==> src/rtl/clkgen_pkg.sv <==
package clkgen_pkg;
  localparam int STEP_W = 4;

  typedef enum logic [2:0] {
    DIV_1    = 3'd0,
    DIV_1P5  = 3'd1,
    DIV_2    = 3'd2,
    DIV_3    = 3'd3,
    DIV_4    = 3'd4,
    DIV_5P5  = 3'd5,
    DIV_6    = 3'd6,
    DIV_RSVD = 3'd7
  } div_code_e;

  typedef struct packed {
    div_code_e code;
    logic      usb;
  } rate_cfg_t;

  // ratio expressed in half system cycles
  function automatic logic [STEP_W-1:0] half_steps(div_code_e c);
    case (c)
      DIV_1P5: half_steps = STEP_W'(3);
      DIV_2:   half_steps = STEP_W'(4);
      DIV_3:   half_steps = STEP_W'(6);
      DIV_4:   half_steps = STEP_W'(8);
      DIV_5P5: half_steps = STEP_W'(11);
      DIV_6:   half_steps = STEP_W'(12);
      default: half_steps = STEP_W'(2);
    endcase
  endfunction
endpackage

==> src/rtl/half_step_div.sv <==
module half_step_div #(
  parameter int STEP_W = 4
) (
  input  logic              clk_i,
  input  logic              rst_ni,
  input  logic [STEP_W-1:0] steps_i,
  output logic              tick_o
);
  localparam int SUM_W = STEP_W + 1;

  logic [STEP_W-1:0] acc_q, acc_d;
  logic [SUM_W-1:0]  sum;

  // accumulator advances two half-steps per system cycle
  always_comb begin
    sum    = {1'b0, acc_q} + SUM_W'(2);
    tick_o = (sum >= {1'b0, steps_i});
    acc_d  = tick_o ? STEP_W'(sum - {1'b0, steps_i}) : STEP_W'(sum);
  end

  always_ff @(posedge clk_i or negedge rst_ni) begin
    if (!rst_ni) acc_q <= '0;
    else         acc_q <= acc_d;
  end
endmodule

==> src/rtl/frame_seq.sv <==
module frame_seq #(
  parameter int FRAME_NORM = 256,
  parameter int FRAME_USB  = 272
) (
  input  logic clk_i,
  input  logic rst_ni,
  input  logic tick_i,
  input  logic usb_i,
  output logic frame_o,
  output logic lr_o
);
  localparam int FRAME_MAX = (FRAME_USB > FRAME_NORM) ? FRAME_USB : FRAME_NORM;
  localparam int CNT_W     = $clog2(FRAME_MAX);
  localparam logic [CNT_W-1:0] LAST_N = CNT_W'(FRAME_NORM - 1);
  localparam logic [CNT_W-1:0] LAST_U = CNT_W'(FRAME_USB - 1);
  localparam logic [CNT_W-1:0] HALF_N = CNT_W'(FRAME_NORM / 2 - 1);
  localparam logic [CNT_W-1:0] HALF_U = CNT_W'(FRAME_USB / 2 - 1);

  logic [CNT_W-1:0] cnt_q;
  logic [CNT_W-1:0] last_idx, half_idx;
  logic             half_hit;
  logic             lr_q;

  always_comb begin
    last_idx = usb_i ? LAST_U : LAST_N;
    half_idx = usb_i ? HALF_U : HALF_N;
    frame_o  = tick_i && (cnt_q == last_idx);
    half_hit = tick_i && (cnt_q == half_idx);
  end

  always_ff @(posedge clk_i or negedge rst_ni) begin
    if (!rst_ni) begin
      cnt_q <= '0;
      lr_q  <= 1'b1;
    end else if (tick_i) begin
      cnt_q <= frame_o ? '0 : cnt_q + 1'b1;
      if (frame_o)       lr_q <= 1'b1;
      else if (half_hit) lr_q <= 1'b0;
    end
  end

  assign lr_o = lr_q;
endmodule

==> src/rtl/rate_chain.sv <==
module rate_chain
  import clkgen_pkg::*;
#(
  parameter int FRAME_NORM = 256,
  parameter int FRAME_USB  = 272
) (
  input  logic       clk_i,
  input  logic       rst_ni,
  input  logic [2:0] code_i,
  input  logic       usb_i,
  output logic       tick_o,
  output logic       frame_o,
  output logic       lr_o,
  output logic       cfg_err_o
);
  rate_cfg_t         act_q;
  logic [STEP_W-1:0] steps;

  // configuration is sampled only on the frame strobe
  always_ff @(posedge clk_i or negedge rst_ni) begin
    if (!rst_ni)      act_q <= '{code: DIV_1, usb: 1'b0};
    else if (frame_o) act_q <= '{code: div_code_e'(code_i), usb: usb_i};
  end

  assign steps     = half_steps(act_q.code);
  assign cfg_err_o = (act_q.code == DIV_RSVD);

  half_step_div #(.STEP_W(STEP_W)) u_div (
    .clk_i   (clk_i),
    .rst_ni  (rst_ni),
    .steps_i (steps),
    .tick_o  (tick_o)
  );

  frame_seq #(.FRAME_NORM(FRAME_NORM), .FRAME_USB(FRAME_USB)) u_seq (
    .clk_i   (clk_i),
    .rst_ni  (rst_ni),
    .tick_i  (tick_o),
    .usb_i   (act_q.usb),
    .frame_o (frame_o),
    .lr_o    (lr_o)
  );
endmodule

==> src/rtl/sample_rate_gen.sv <==
module sample_rate_gen #(
  parameter int FRAME_NORM = 256,
  parameter int FRAME_USB  = 272
) (
  input  logic       clk_i,
  input  logic       rst_ni,
  input  logic       usb_mode_i,
  input  logic [2:0] adc_div_i,
  input  logic [2:0] dac_div_i,
  output logic       adc_tick_o,
  output logic       adc_frame_o,
  output logic       adc_lr_o,
  output logic       adc_cfg_err_o,
  output logic       dac_tick_o,
  output logic       dac_frame_o,
  output logic       dac_lr_o,
  output logic       dac_cfg_err_o
);
  localparam int NUM_CH = 2;

  logic [2:0] code_w [NUM_CH];
  logic       tick_w [NUM_CH];
  logic       frame_w[NUM_CH];
  logic       lr_w   [NUM_CH];
  logic       err_w  [NUM_CH];

  assign code_w[0] = adc_div_i;
  assign code_w[1] = dac_div_i;

  for (genvar g = 0; g < NUM_CH; g++) begin : g_ch
    rate_chain #(.FRAME_NORM(FRAME_NORM), .FRAME_USB(FRAME_USB)) u_chain (
      .clk_i     (clk_i),
      .rst_ni    (rst_ni),
      .code_i    (code_w[g]),
      .usb_i     (usb_mode_i),
      .tick_o    (tick_w[g]),
      .frame_o   (frame_w[g]),
      .lr_o      (lr_w[g]),
      .cfg_err_o (err_w[g])
    );
  end

  assign adc_tick_o    = tick_w[0];
  assign adc_frame_o   = frame_w[0];
  assign adc_lr_o      = lr_w[0];
  assign adc_cfg_err_o = err_w[0];
  assign dac_tick_o    = tick_w[1];
  assign dac_frame_o   = frame_w[1];
  assign dac_lr_o      = lr_w[1];
  assign dac_cfg_err_o = err_w[1];
endmodule

==> config.mk <==
export PLATFORM = sky130hd
export DESIGN_NAME = sample_rate_gen
export DESIGN_NICKNAME = d
export VERILOG_FILES = /design/src/rtl/clkgen_pkg.sv /design/src/rtl/half_step_div.sv /design/src/rtl/frame_seq.sv /design/src/rtl/rate_chain.sv /design/src/rtl/sample_rate_gen.sv
export SDC_FILE = /design/constraint.sdc
export NUM_CORES = 1
export LEC_CHECK = 0
export ABC_AREA = 1
export BUFFER_PORTS_ARGS = -buffer_cell sky130_fd_sc_hd__buf_2
export CAP_MARGIN = 20
export CELL_PAD_IN_SITES_DETAIL_PLACEMENT = 1
export CELL_PAD_IN_SITES_GLOBAL_PLACEMENT = 2
export CORE_ASPECT_RATIO = 1.2
export CORE_UTILIZATION = 37
export CTS_CLUSTER_SIZE = 16
export DETAILED_ROUTE_END_ITERATION = 8
export GPL_ROUTABILITY_DRIVEN = 0
export HOLD_SLACK_MARGIN = 0.15
export PLACE_DENSITY = 0.88
export SYNTH_ARGS = -nofsm -noshare
export SYNTH_HDL_FRONTEND = slang
export SYNTH_SLANG_ARGS = --single-unit
==> constraint.sdc <==
create_clock -name clk_i -period 3.2 [get_ports clk_i]
set_input_delay 0.32 -clock clk_i [delete_from_list [all_inputs] [get_ports clk_i]]
set_output_delay 0.32 -clock clk_i [all_outputs]
set_load 0.03 [all_outputs]
Word-level counts from Yosys, hierarchy flattened
Index checks and enable logic that the tools add are counted.

Output and inout port bits: 8. Logic and storage cells: 58. Bits in registers: 36. Input port bits: 9.

Mux-type cells: 14. Add/subtract/negate cells: 6. $lt $le $gt $ge: 2. Reduce and logical (&&, ||, !) cells: 8. Equal/unequal tests: 18.

Operator list (count): $pmux 4 s6 (2); $mux 9 (4); $eq 3x3->1 const B (8); $add 9x1->9 const B (2); $eq 9x8->1 (2); $eq 9x9->1 (2); $mux 8 (2); $eq 3x2->1 const B (4); $add 4x2->5 const B (2); $ge 5x4->1 (2); $mux 4 (2); $sub 4x4->4 (2); $eq 3x1->1 const B (2); $logic_and 1x1->1 (4); $mux 1 (4); $reduce_and 2->1 (2); $reduce_bool 2->1 (2).

Longest topological paths before layout
Gate-level depths: netlist (run 1).

Depth in word-level cells: 6. Depth in mapped cells: 14. Mapped depth without buffers: 13.

By module
Synthesis (run 1) repeated with hierarchy kept, for this count alone.

Cell total of the unflattened synthesis: 344. Area total of the unflattened synthesis: 2419.8 µm².

By module, submodules not included: frame_seq (sequential area each 251.5 µm², cells an instance 101, times used 2, area an instance 651.9 µm²); half_step_div (sequential area each 100.1 µm², cells an instance 45, times used 2, area an instance 367.9 µm²); rate_chain (sequential area each 100.1 µm², cells an instance 26, times used 2, area an instance 190.2 µm²).

Worst setup path after synthesis (run 1)
Ideal clock, no wire load.

Kind: register to output. Start: register g_ch[1].u_chain.u_div.acc_q[1]. End: output dac_frame_o. Setup slack: 1.181 ns. Buffers on the path: 0. Data required time: 2.880 ns. Stages on the path, launching flop included: 9. Data arrival time: 1.699 ns. Path through: dfrtp_1 ha_1 ha_1 nand2_1 o21ai_2 nand2_1 nand2_4 nand2_4 inv_1.

Longest elaborated chain between the ends: 3.

RTL lines: start: declaration (RTL line half_step_div.sv:11) `logic [STEP_W-1:0] acc_q, acc_d;`; start signal: assignment (RTL line half_step_div.sv:22) `if (!rst_ni) acc_q <= '0;`; start signal: assignment (RTL line half_step_div.sv:23) `else acc_q <= acc_d;`; $add 4x2->5 (RTL line half_step_div.sv:16) `sum = {1'b0, acc_q} + SUM_W'(2);`; $ge 5x4->1 (RTL line half_step_div.sv:17) `tick_o = (sum >= {1'b0, steps_i});`; $logic_and 1x1->1 (RTL line frame_seq.sv:27) `frame_o = tick_i && (cnt_q == last_idx);`; end: declaration (RTL line sample_rate_gen.sv:15) `output logic dac_frame_o,`.

Every way passes these cells.

Worst setup path after layout (run 1)
Start: register g_ch[0].u_chain.act_q[2] (netlist name). End: output adc_tick_o.

Longest elaborated chain between the ends: 3. Elaborated cells on any way between the ends: 8. Those cells by class: 1 x order compare; 6 x eq/ne; 1 x mux.

RTL lines: start: declaration (RTL line rate_chain.sv:16) `rate_cfg_t act_q;`; start signal: assignment (RTL line rate_chain.sv:21) `if (!rst_ni) act_q <= '{code: DIV_1, usb: 1'b0};`; start signal: assignment (RTL line rate_chain.sv:22) `else if (frame_o) act_q <= '{code: div_code_e'(code_i), usb: usb_i};`; $eq 3x3->1 (tied with other cells) (RTL line clkgen_pkg.sv:22) `case (c)`; $pmux 4 s6 (*) (RTL line clkgen_pkg.sv:22); $ge 5x4->1 (*) (RTL line half_step_div.sv:17); end: declaration (RTL line sample_rate_gen.sv:10) `output logic adc_tick_o,`.

Every way passes the cells marked *; elsewhere a longest branch is shown, timed or not.

==> results of run 1 <==
cell usage in the layout (no fill, tap or decap):
master	count
a21oi_1	2
nor2_2	1
dfrtp_1	34
ha_1	12
nor2_4	2
buf_2	16
nand2_4	2
inv_2	5
dfstp_2	2
clkbuf_1	2
nand2_2	4
inv_1	44
or2_2	2
o21ai_0	12
nand4_1	4
buf_4	1
nand3_2	2
xnor2_1	2
fa_1	2
nor2_1	28
nand3b_1	2
clkinv_1	1
nand2_1	134
nand3_1	35
xor2_1	9
o21ai_2	1
o21ai_1	3
clkbuf_8	5
o21bai_1	1
clkinv_2	1
through the flow:
stage | power [mW] | utilization [%] | cells | area (um2)
after global placement | 0.479 | 40.7 | 448 | 2610
after global routing | 0.825 | 41.9 | 456 | 2690
after floorplan | 0.464 | - | 353 | 2460
after CTS | 0.813 | 41.9 | 456 | 2690
final | 0.791 | 41.9 | 456 | 2690
after detailed placement | 0.479 | 40.7 | 448 | 2610
critical path, delay by kind of cell, from the launching register on:
family	cells	cell delay (ns)
buf+inv	4	0.66
flops	1	0.43
compound gates	1	0.35
simple gates	5	0.30
fa+ha+maj	1	0.28
worst max-delay path by stage:
stage / startpoint / end / slack, ns / depth (start not counted)
global placement: g_ch[0].u_chain.u_div.acc_q[1]$_DFF_PN0_ / adc_tick_o / 0.91 / 10
global route: g_ch[1].u_chain.u_div.acc_q[1]$_DFF_PN0_ / dac_frame_o / 0.34 / 10
CTS: g_ch[1].u_chain.u_div.acc_q[1]$_DFF_PN0_ / dac_frame_o / 0.51 / 9
floorplan: g_ch[1].u_chain.u_div.acc_q[1]$_DFF_PN0_ / dac_frame_o / 1.18 / 8
detailed placement: g_ch[1].u_chain.u_div.acc_q[1]$_DFF_PN0_ / dac_frame_o / 0.83 / 9
finish: g_ch[0].u_chain.act_q[2]$_DFFE_PN0N_ / adc_tick_o / 0.57 / 11
power groups by stage:
stage	Clock (mW)	Sequential (mW)	Combinational, mW
after detailed placement	0	0.464	0.0155
final	0.322	0.455	0.0143
after global routing	0.353	0.455	0.0172
after CTS	0.342	0.455	0.0155
after global placement	0	0.464	0.0152
after floorplan	0	0.464	0.0000270
kinds of logic (layout without fill, tap and decap cells):
logic type / count (synthesis) / in the layout / synth area share, %
AO/OA/AOI/OAI: 19 / 19 / 4.12
XOR/XNOR: 11 / 11 / 3.92
adder cells (fa/ha/maj): 14 / 14 / 7.74
buffers and inverters: 57 / 75 / 9.57
flip-flops: 36 / 36 / 36.7
AND/OR/NAND/NOR: 216 / 216 / 37.9
layer usage:
layer	part of all wire (%)	routed length, um	track usage (%)	vias up
li1	-	-	-	1119
met2	50	2810	32.4	14
met1	47	2640	22.4	1019
met5	0	0	0	-
met4	1.2	68	5.29	0
met3	1.7	96	2.81	6
registers in the layout, indices dropped and copies added, names as in the netlist:
register and flops:
g_ch.u_chain.u_div.acc_q 8, g_ch.u_chain.u_seq.lr_o 2, g_ch.u_chain.act_q 8, g_ch.u_chain.u_seq.cnt_q 18
area by class of cell:
| type | count | area [um2] | share of cell area, % |
|---|---|---|---|
| clock buffers | 7 | 76.3 | 2.84 |
| clock inverters | 1 | 5.00 | 0.186 |
| inverters | 50 | 188 | 6.99 |
| multi-input cells | 260 | 1320 | 49.1 |
| flip-flops and latches | 36 | 903 | 33.6 |
| well taps | 85 | 106 | 3.96 |
| repair buffers | 17 | 87.6 | 3.26 |
==> flow_metrics.tcl, run 1 <==
set metrics [dict create \
    ir_drop_v 0.000185 \
    syn_avg_cell_area_um2 6.96 \
    ys_types 27 \
    place_ws_ns 0.826 \
    setup_viol 0 \
    initial_core_util_pct 38.4 \
    pwr_density_cell_nw_per_um2 295 \
    grt_max_degree 37 \
    syn_to_final_growth_pct 9.26 \
    p_switching_mw 0.180 \
    yosysTopAreaCell "dfrtp_1" \
    synth_edf_count 0 \
    post_cts_resized 0 \
    cts_buffers 5 \
    postRouteAntennaNets 0 \
    crit_path_cell_trace "o21ai_0 > inv_1 > ha_1 > nand2_1 > inv_1 > nand2_1 > nand2_1 > nand2_1 > nand2_1 > buf_4 > buf_2" \
    rsz0062_at_grt "no" \
    seqPwrFrac_pct 57.5 \
    cpPeakStageDelay_ns 0.43 \
    r2r_cells 9 \
    path_clk_slew_ns 0.08 \
    holdCritPathClass "in2async" \
    core_area_um2 6410 \
    fin_tns_setup_ns 0 \
    endpoint_kind "primary output" \
    post-synth-top-area-fraction_pct 34.6 \
    drt_iter0_drc 41 \
    crit_fanout 20 \
    fillerInstances 864 \
    slowest_stage "dfrtp_1" \
    cts.htree.levels 2 \
    via_per_inst 4.73 \
    postCtsHoldBufs 0 \
    intPower_mw 0.611 \
    start_kind "flop" \
    yosysWarnings 0 \
    wirelength_um 5620 \
    die_x_um 76.4 \
    fin_nets 393 \
    setup_ws_ns 0.566 \
    synth-seq-cells 36 \
    finalCritPeriodShare_pct 82.3 \
    cts_buffer_depth 2 \
    drv_slew 0 \
    fmax_ghz 0.380 \
    grt_antenna_before_repair 0 \
    p_sw_share_pct 22.7 \
    vias 2158 \
    synthArstFlopShare_pct 100 \
    pwr-share-comb_pct 1.8 \
    status "finished, final reports clean" \
    drive_gt1_share_pct 11.9 \
    ys_seq_area_share_pct 36.7 \
    p_clk_share_pct 40.7 \
    synth_nets 376 \
    cts_tree "done" \
    cts_setup_buffers 0 \
    r2r_setup_slack_ns 0.89 \
    fin_crit_ns 2.63 \
    hpwl_um 4220 \
    synthTopCellsByCount "nand2_1 (134), inv_1 (44), nand3_1 (35)" \
    synth_area_um2 2460 \
    yosys-top-cells-area "dfrtp_1 (35%), nand2_1 (20%), nand3_1 (7.1%)" \
    drcViolationCount 0 \
    crit_required_ns 2.88 \
    port_buffers 16 \
    hold_viol_final 0 \
    worstPathArrival_ns 2.31 \
    reg2reg_from "g_ch[1].u_chain.u_div.acc_q[1]$_DFF_PN0_" \
    grt_pass1_wl_um 10200 \
    relSlewSlack_pct 41.9 \
    clock_sinks 36 \
    netlist_instances 353 \
    maxCapViolations 0 \
    yosysMostFrequentCell "nand2_1" \
    skew_ns 0.00837 \
    r2r_end "g_ch[1].u_chain.u_seq.cnt_q[7]$_DFFE_PN0N_" \
    whs_ns 0.133 \
    num_rows 32 \
    ys.flop_type "dfrtp_1" \
    io_pins 17 \
    dr.pass1.iters 4 \
    dieArea_um2 6980 \
    crit_top_cell "nand2_1" \
    leakagePower_nw 1.54 \
    critPathKind "reg2out" \
    clock_latency_ns 0.29 \
    root_buffer "clkbuf_8" \
    grt_overflow_total 0 \
    insertedDiodeCount 0 \
    grt_use_total_pct 18.2 \
    wl_per_cell_um 12.3 \
    grt_pass1_vias 2240 \
    fp.dieH_um 91.3 \
    worst_pin_slew_ns 0.872 \
]
Note: power is estimated with default switching activity, not from simulation.
==> run 2, diff against run 1 <==
Settings changed: CORE_UTILIZATION 37 to 31, PLACE_DENSITY 0.88 to 0.79.
Clock period 3.2 ns to 2.3 ns, I/O delays scaled along.
==> run 2 against run 1 <==
- clock-buffer cell count is 2 lower
- die area is 19% higher
- wire length is 16% higher
==> flow_metrics.tcl, run 2 (same netlist as run 1, synthesis figures left out) <==
set metrics [dict create \
    status "finished, final reports clean" \
    place_area_um2 2670 \
    hpwl_um 4570 \
    final_util_pct 38.2 \
    grt_max_degree 37 \
    path_clk_slew_ns 0.09 \
    fin_tns_setup_ns 0 \
    fin_nets 409 \
    root_buffer "clkbuf_8" \
    endpoint_kind "primary output" \
    core_area_um2 7660 \
    io_pins 17 \
    drt_iter0_drc 43 \
    clock_latency_ns 0.29 \
    grt_antenna_before_repair 0 \
    final_common_cell "nand2_1" \
    fmax_ghz 0.452 \
    grt_pass1_wl_um 11200 \
    setup_ws_ns 0.0870 \
    drcViolationCount 0 \
    fp.dieH_um 99.6 \
    reg_top3 "g_ch.u_chain.u_seq.cnt_q (18), g_ch.u_chain.act_q (8), g_ch.u_chain.u_div.acc_q (8)" \
    crit_required_ns 2.07 \
    num_rows 35 \
    grt_use_total_pct 16.9 \
    p_clk_share_pct 41.7 \
    setup_viol 0 \
    worstPathArrival_ns 1.98 \
    clock_sinks 36 \
    cts.htree.levels 2 \
    start_kind "flop" \
    ir_drop_v 0.000316 \
    leakagePower_nw 1.62 \
    largest_register "g_ch.u_chain.u_seq.cnt_q" \
    cts_buffers 5 \
    critPathKind "reg2out" \
    p_switching_mw 0.270 \
    relSlewSlack_pct 43.1 \
    intPower_mw 0.850 \
    power.total_mw 1.12 \
    drv_slew 0 \
    place_ws_ns 0.137 \
    via_per_inst 4.69 \
    startpoint "g_ch[1].u_chain.u_div.acc_q[1]$_DFF_PN0_" \
    stdcell_area_um2 2930 \
    crit_fanout 6 \
    hold_start "adc_div_i[0]" \
    grt_overflow_total 0 \
    cts_tree "done" \
    insertedDiodeCount 0 \
    reg2reg_from "g_ch[1].u_chain.u_div.acc_q[1]$_DFF_PN0_" \
    pwr-share-comb_pct 1.8 \
    vias 2245 \
    final_cells 479 \
    syn_to_final_growth_pct 19.0 \
    dr.pass1.iters 4 \
    dp_cells 461 \
    port_buffers 16 \
    hold_viol_final 0 \
    grt_pass1_vias 2330 \
    pwr_density_cell_nw_per_um2 383 \
    wl_per_cell_um 13.6 \
    skew_ns 0.00987 \
    postRouteAntennaNets 0 \
    final_cell_mix "nand2_1 (131), inv_1 (43), nand3_1 (35), dfrtp_1 (34), nor2_1 (27)" \
    drive_gt1_share_pct 19.4 \
    seqPwrFrac_pct 56.5 \
    die_x_um 83.3 \
    initial_core_util_pct 32.1 \
    finalCritPeriodShare_pct 96.2 \
    r2r_setup_slack_ns 0.18 \
    cts_buffer_depth 2 \
    worst_pin_slew_ns 0.853 \
    largest_reg_flops 18 \
    dieArea_um2 8290 \
    wirelength_um 6530 \
    p_sw_share_pct 24.1 \
    maxCapViolations 0 \
    holdCritPathClass "in2reg" \
    whs_ns 0.164 \
    fin_crit_ns 2.21 \
]
==> run 2: path summary, 6_finish.rpt <==
check,to,cells after the start
worst min-delay path,g_ch[0].u_chain.act_q[1]$_DFFE_PN0N_,3
worst min register to register,g_ch[1].u_chain.u_seq.lr_o$_DFFE_PN1P_,2
max in group asynchronous,g_ch[0].u_chain.u_seq.cnt_q[5]$_DFFE_PN0N_,2
worst max register to register,g_ch[1].u_chain.u_seq.cnt_q[1]$_DFFE_PN0N_,10
min in group asynchronous,g_ch[1].u_chain.u_div.acc_q[3]$_DFF_PN0_,2
worst max-delay path,dac_frame_o,9
==> run 2: power groups by stage <==
stage,registers (mW),clock network (mW),logic [mW]
4_1_cts,0.633,0.483,0.0225
2_1_floorplan,0.645,0,0.0000372
3_5_place_dp,0.645,0,0.0213
6_report,0.632,0.467,0.0206
3_3_place_gp,0.645,0,0.0210
5_1_grt,0.633,0.510,0.0248
==> run 2: layer usage <==
metal / share of wire (%) / GRT usage (%) / vias up
met1: 45 / 19.8 / 1067
met3: 1.9 / 2.74 / 8
met4: 1.3 / 5.04 / 0
li1: - / - / 1152
met5: 0 / 0 / -
met2: 52 / 31.5 / 18
==> run 2: layout make-up <==
class                      instances  area, um2
clock buffer                       5       68.8
fill                             982       4740
inverter                          50        188
multi-input combinational        260       1400
timing repair buffer              33        234
tap                               92        115
clock inverter                     3       18.8
sequential                        36        903
==> run 2: critical path, stage by stage (launching register included) <==
cell and delay (ns):
dfrtp_1 0.42, ha_4 0.26, ha_4 0.29, nand2_2 0.08
o21ai_2 0.20, nand2_2 0.10, nand2_4 0.09, nand2_4 0.07
inv_2 0.06, buf_6 0.12
==> run 2: timing repair <==
item                                    in CTS  in global routing
gates resized for setup                     12                 11
buffers inserted                             3                  6
pin swaps                                    2                  6
endpoints found under the setup margin       4                 13
hold endpoints to repair                    34                  0
hold buffers                                 1                  0
==> run 3, diff against run 2 <==
Settings changed: REMOVE_ABC_BUFFERS set to 1.
==> run 3 against run 2 <==
- clock skew barely moved
- worst hold slack improved by 0.0031 ns
- via count fell by 1.2%
- die area did not move
- largest power group unchanged
==> flow_metrics.tcl, run 3 (same netlist as run 1, synthesis figures left out) <==
set metrics [dict create \
    status "finished, final reports clean" \
    reg2reg_from "g_ch[1].u_chain.u_div.acc_q[2]$_DFF_PN0_" \
    final_cell_mix "nand2_1 (132), inv_1 (44), nand3_1 (35), dfrtp_1 (34), nor2_1 (27)" \
    drv_slew 0 \
    drive_gt1_share_pct 17.3 \
    via_per_inst 4.69 \
    reg_top3 "g_ch.u_chain.u_seq.cnt_q (18), g_ch.u_chain.act_q (8), g_ch.u_chain.u_div.acc_q (8)" \
    p_switching_mw 0.268 \
    slowest_stage "dfrtp_1" \
    fmax_ghz 0.456 \
    r2r_setup_slack_ns 0.21 \
    fin_tns_setup_ns 0 \
    worst_pin_slew_ns 0.896 \
    fp.dieH_um 99.6 \
    hpwl_um 4500 \
    crit_required_ns 2.07 \
    postRouteAntennaNets 0 \
    cts.htree.levels 2 \
    hold_start "adc_div_i[1]" \
    p_clk_share_pct 43.1 \
    rsz0062_at_grt "yes" \
    clock_latency_ns 0.30 \
    whs_ns 0.168 \
    grt_pass1_wl_um 10700 \
    grt_pass1_vias 2285 \
    leakagePower_nw 1.59 \
    finalCritPeriodShare_pct 95.3 \
    cts_buffer_depth 2 \
    maxCapViolations 0 \
    dr.pass1.iters 4 \
    clock_sinks 36 \
    endpoint_kind "primary output" \
    path_clk_slew_ns 0.08 \
    relSlewSlack_pct 40.2 \
    syn_to_final_growth_pct 17.6 \
    ir_drop_v 0.000218 \
    root_buffer "clkbuf_8" \
    seqPwrFrac_pct 55.0 \
    crit_fanout 6 \
    grt_max_degree 37 \
    critPathKind "reg2out" \
    insertedDiodeCount 0 \
    skew_ns 0.0102 \
    p_sw_share_pct 23.3 \
    io_pins 17 \
    grt_use_total_pct 16.4 \
    cpPeakStageDelay_ns 0.42 \
    start_kind "flop" \
    intPower_mw 0.882 \
    cts_buffers 5 \
    holdCritPathClass "in2reg" \
    power.total_mw 1.15 \
    cts_tree "done" \
    wirelength_um 6120 \
    grt_overflow_total 0 \
    wl_per_cell_um 12.9 \
    largest_register "g_ch.u_chain.u_seq.cnt_q" \
    drcViolationCount 0 \
    pwr-share-comb_pct 1.9 \
    grt_antenna_before_repair 0 \
    final_util_pct 37.7 \
    core_area_um2 7660 \
    port_buffers 16 \
    startpoint "g_ch[1].u_chain.act_q[2]$_DFFE_PN0N_" \
    die_x_um 83.3 \
    dieArea_um2 8290 \
    drt_iter0_drc 50 \
    final_common_cell "nand2_1" \
    num_rows 35 \
    hold_viol_final 0 \
    largest_reg_flops 18 \
    crit_path_cell_trace "o21ai_1 > inv_1 > ha_1 > nand2_1 > o21ai_2 > nand2_2 > nand2_4 > nand2_4 > inv_1 > buf_4" \
    vias 2217 \
    initial_core_util_pct 32.1 \
    pwr_density_cell_nw_per_um2 398 \
    fin_crit_ns 2.19 \
    worstPathArrival_ns 1.96 \
    setup_viol 0 \
    fin_nets 403 \
]
## run 3: changes by cell type in the layout (fill, tap and decap cells not counted), moves of 2 or more
cell / previous run / this run
buf_4: 17 / 11
o21ai_2: 4 / 1
o21ai_1: 4 / 7
clkinv_2: 2 / 0
clkinvlp_4: 0 / 2
## run 3: path summary, 6_finish.rpt
path | cells past startpoint | end
max in group asynchronous | 2 | g_ch[0].u_chain.u_div.acc_q[2]$_DFF_PN0_
hold / removal | 3 | g_ch[0].u_chain.act_q[2]$_DFFE_PN0N_
setup reg to reg | 11 | g_ch[1].u_chain.u_seq.cnt_q[4]$_DFFE_PN0N_
hold reg to reg | 2 | g_ch[1].u_chain.u_seq.lr_o$_DFFE_PN1P_
setup / recovery | 10 | dac_frame_o
min in group asynchronous | 2 | g_ch[1].u_chain.act_q[1]$_DFFE_PN0N_
## run 3: area by class of cell
cell class,instances,area (um2)
clock buffers,7,86.3
flip-flops and latches,36,903
repair buffers,27,183
multi-input cells,260,1410
fillers,975,4770
inverters,50,191
well taps,92,115
clock inverters,1,7.51
## run 3: power by group through the flow
stage,Clock [mW],Sequential [mW],Combinational (mW)
after detailed placement,0,0.645,0.0222
final,0.496,0.633,0.0222
after global placement,0,0.645,0.0222
after floorplan,0,0.645,0.0000372
after CTS,0.525,0.632,0.0235
after global routing,0.554,0.633,0.0257
## run 3: per-layer routing
layer	share of wire [%]	vias up	GRT usage [%]
li1	-	1138	-
met1	47	1057	19.5
met2	50	16	29.5
met3	1.9	6	3.07
met4	1.3	0	5.70
met5	0	-	0
## run 3: worst max-delay path: cells and delay by family (launching register included)
kind	cells	cell delay, ns
AO/OA/AOI/OAI	2	0.36
adder cells (fa/ha/maj)	1	0.27
buffers and inverters	3	0.28
flip-flops	1	0.42
AND/OR/NAND/NOR	4	0.33
## run 3: repair_timing
item                                    4_1_cts  5_1_grt
pin swaps                                     2        3
cloned                                        0        0
hold buffers                                  1        0
endpoints found under the setup margin        4       10
setup buffers                                 3        1
resized for setup                            10        8
endpoints found under the hold margin        34        0
## run 3: metrics by stage
stage / instance area, um2 / cells / setup slack (ns)
global placement: 2660 / 460 / 0.190
detailed placement: 2660 / 460 / 0.131
finish: 2890 / 473 / 0.109
floorplan: 2410 / 346 / -0.167
global route: 2890 / 473 / -0.0375
CTS: 2830 / 472 / -0.0241
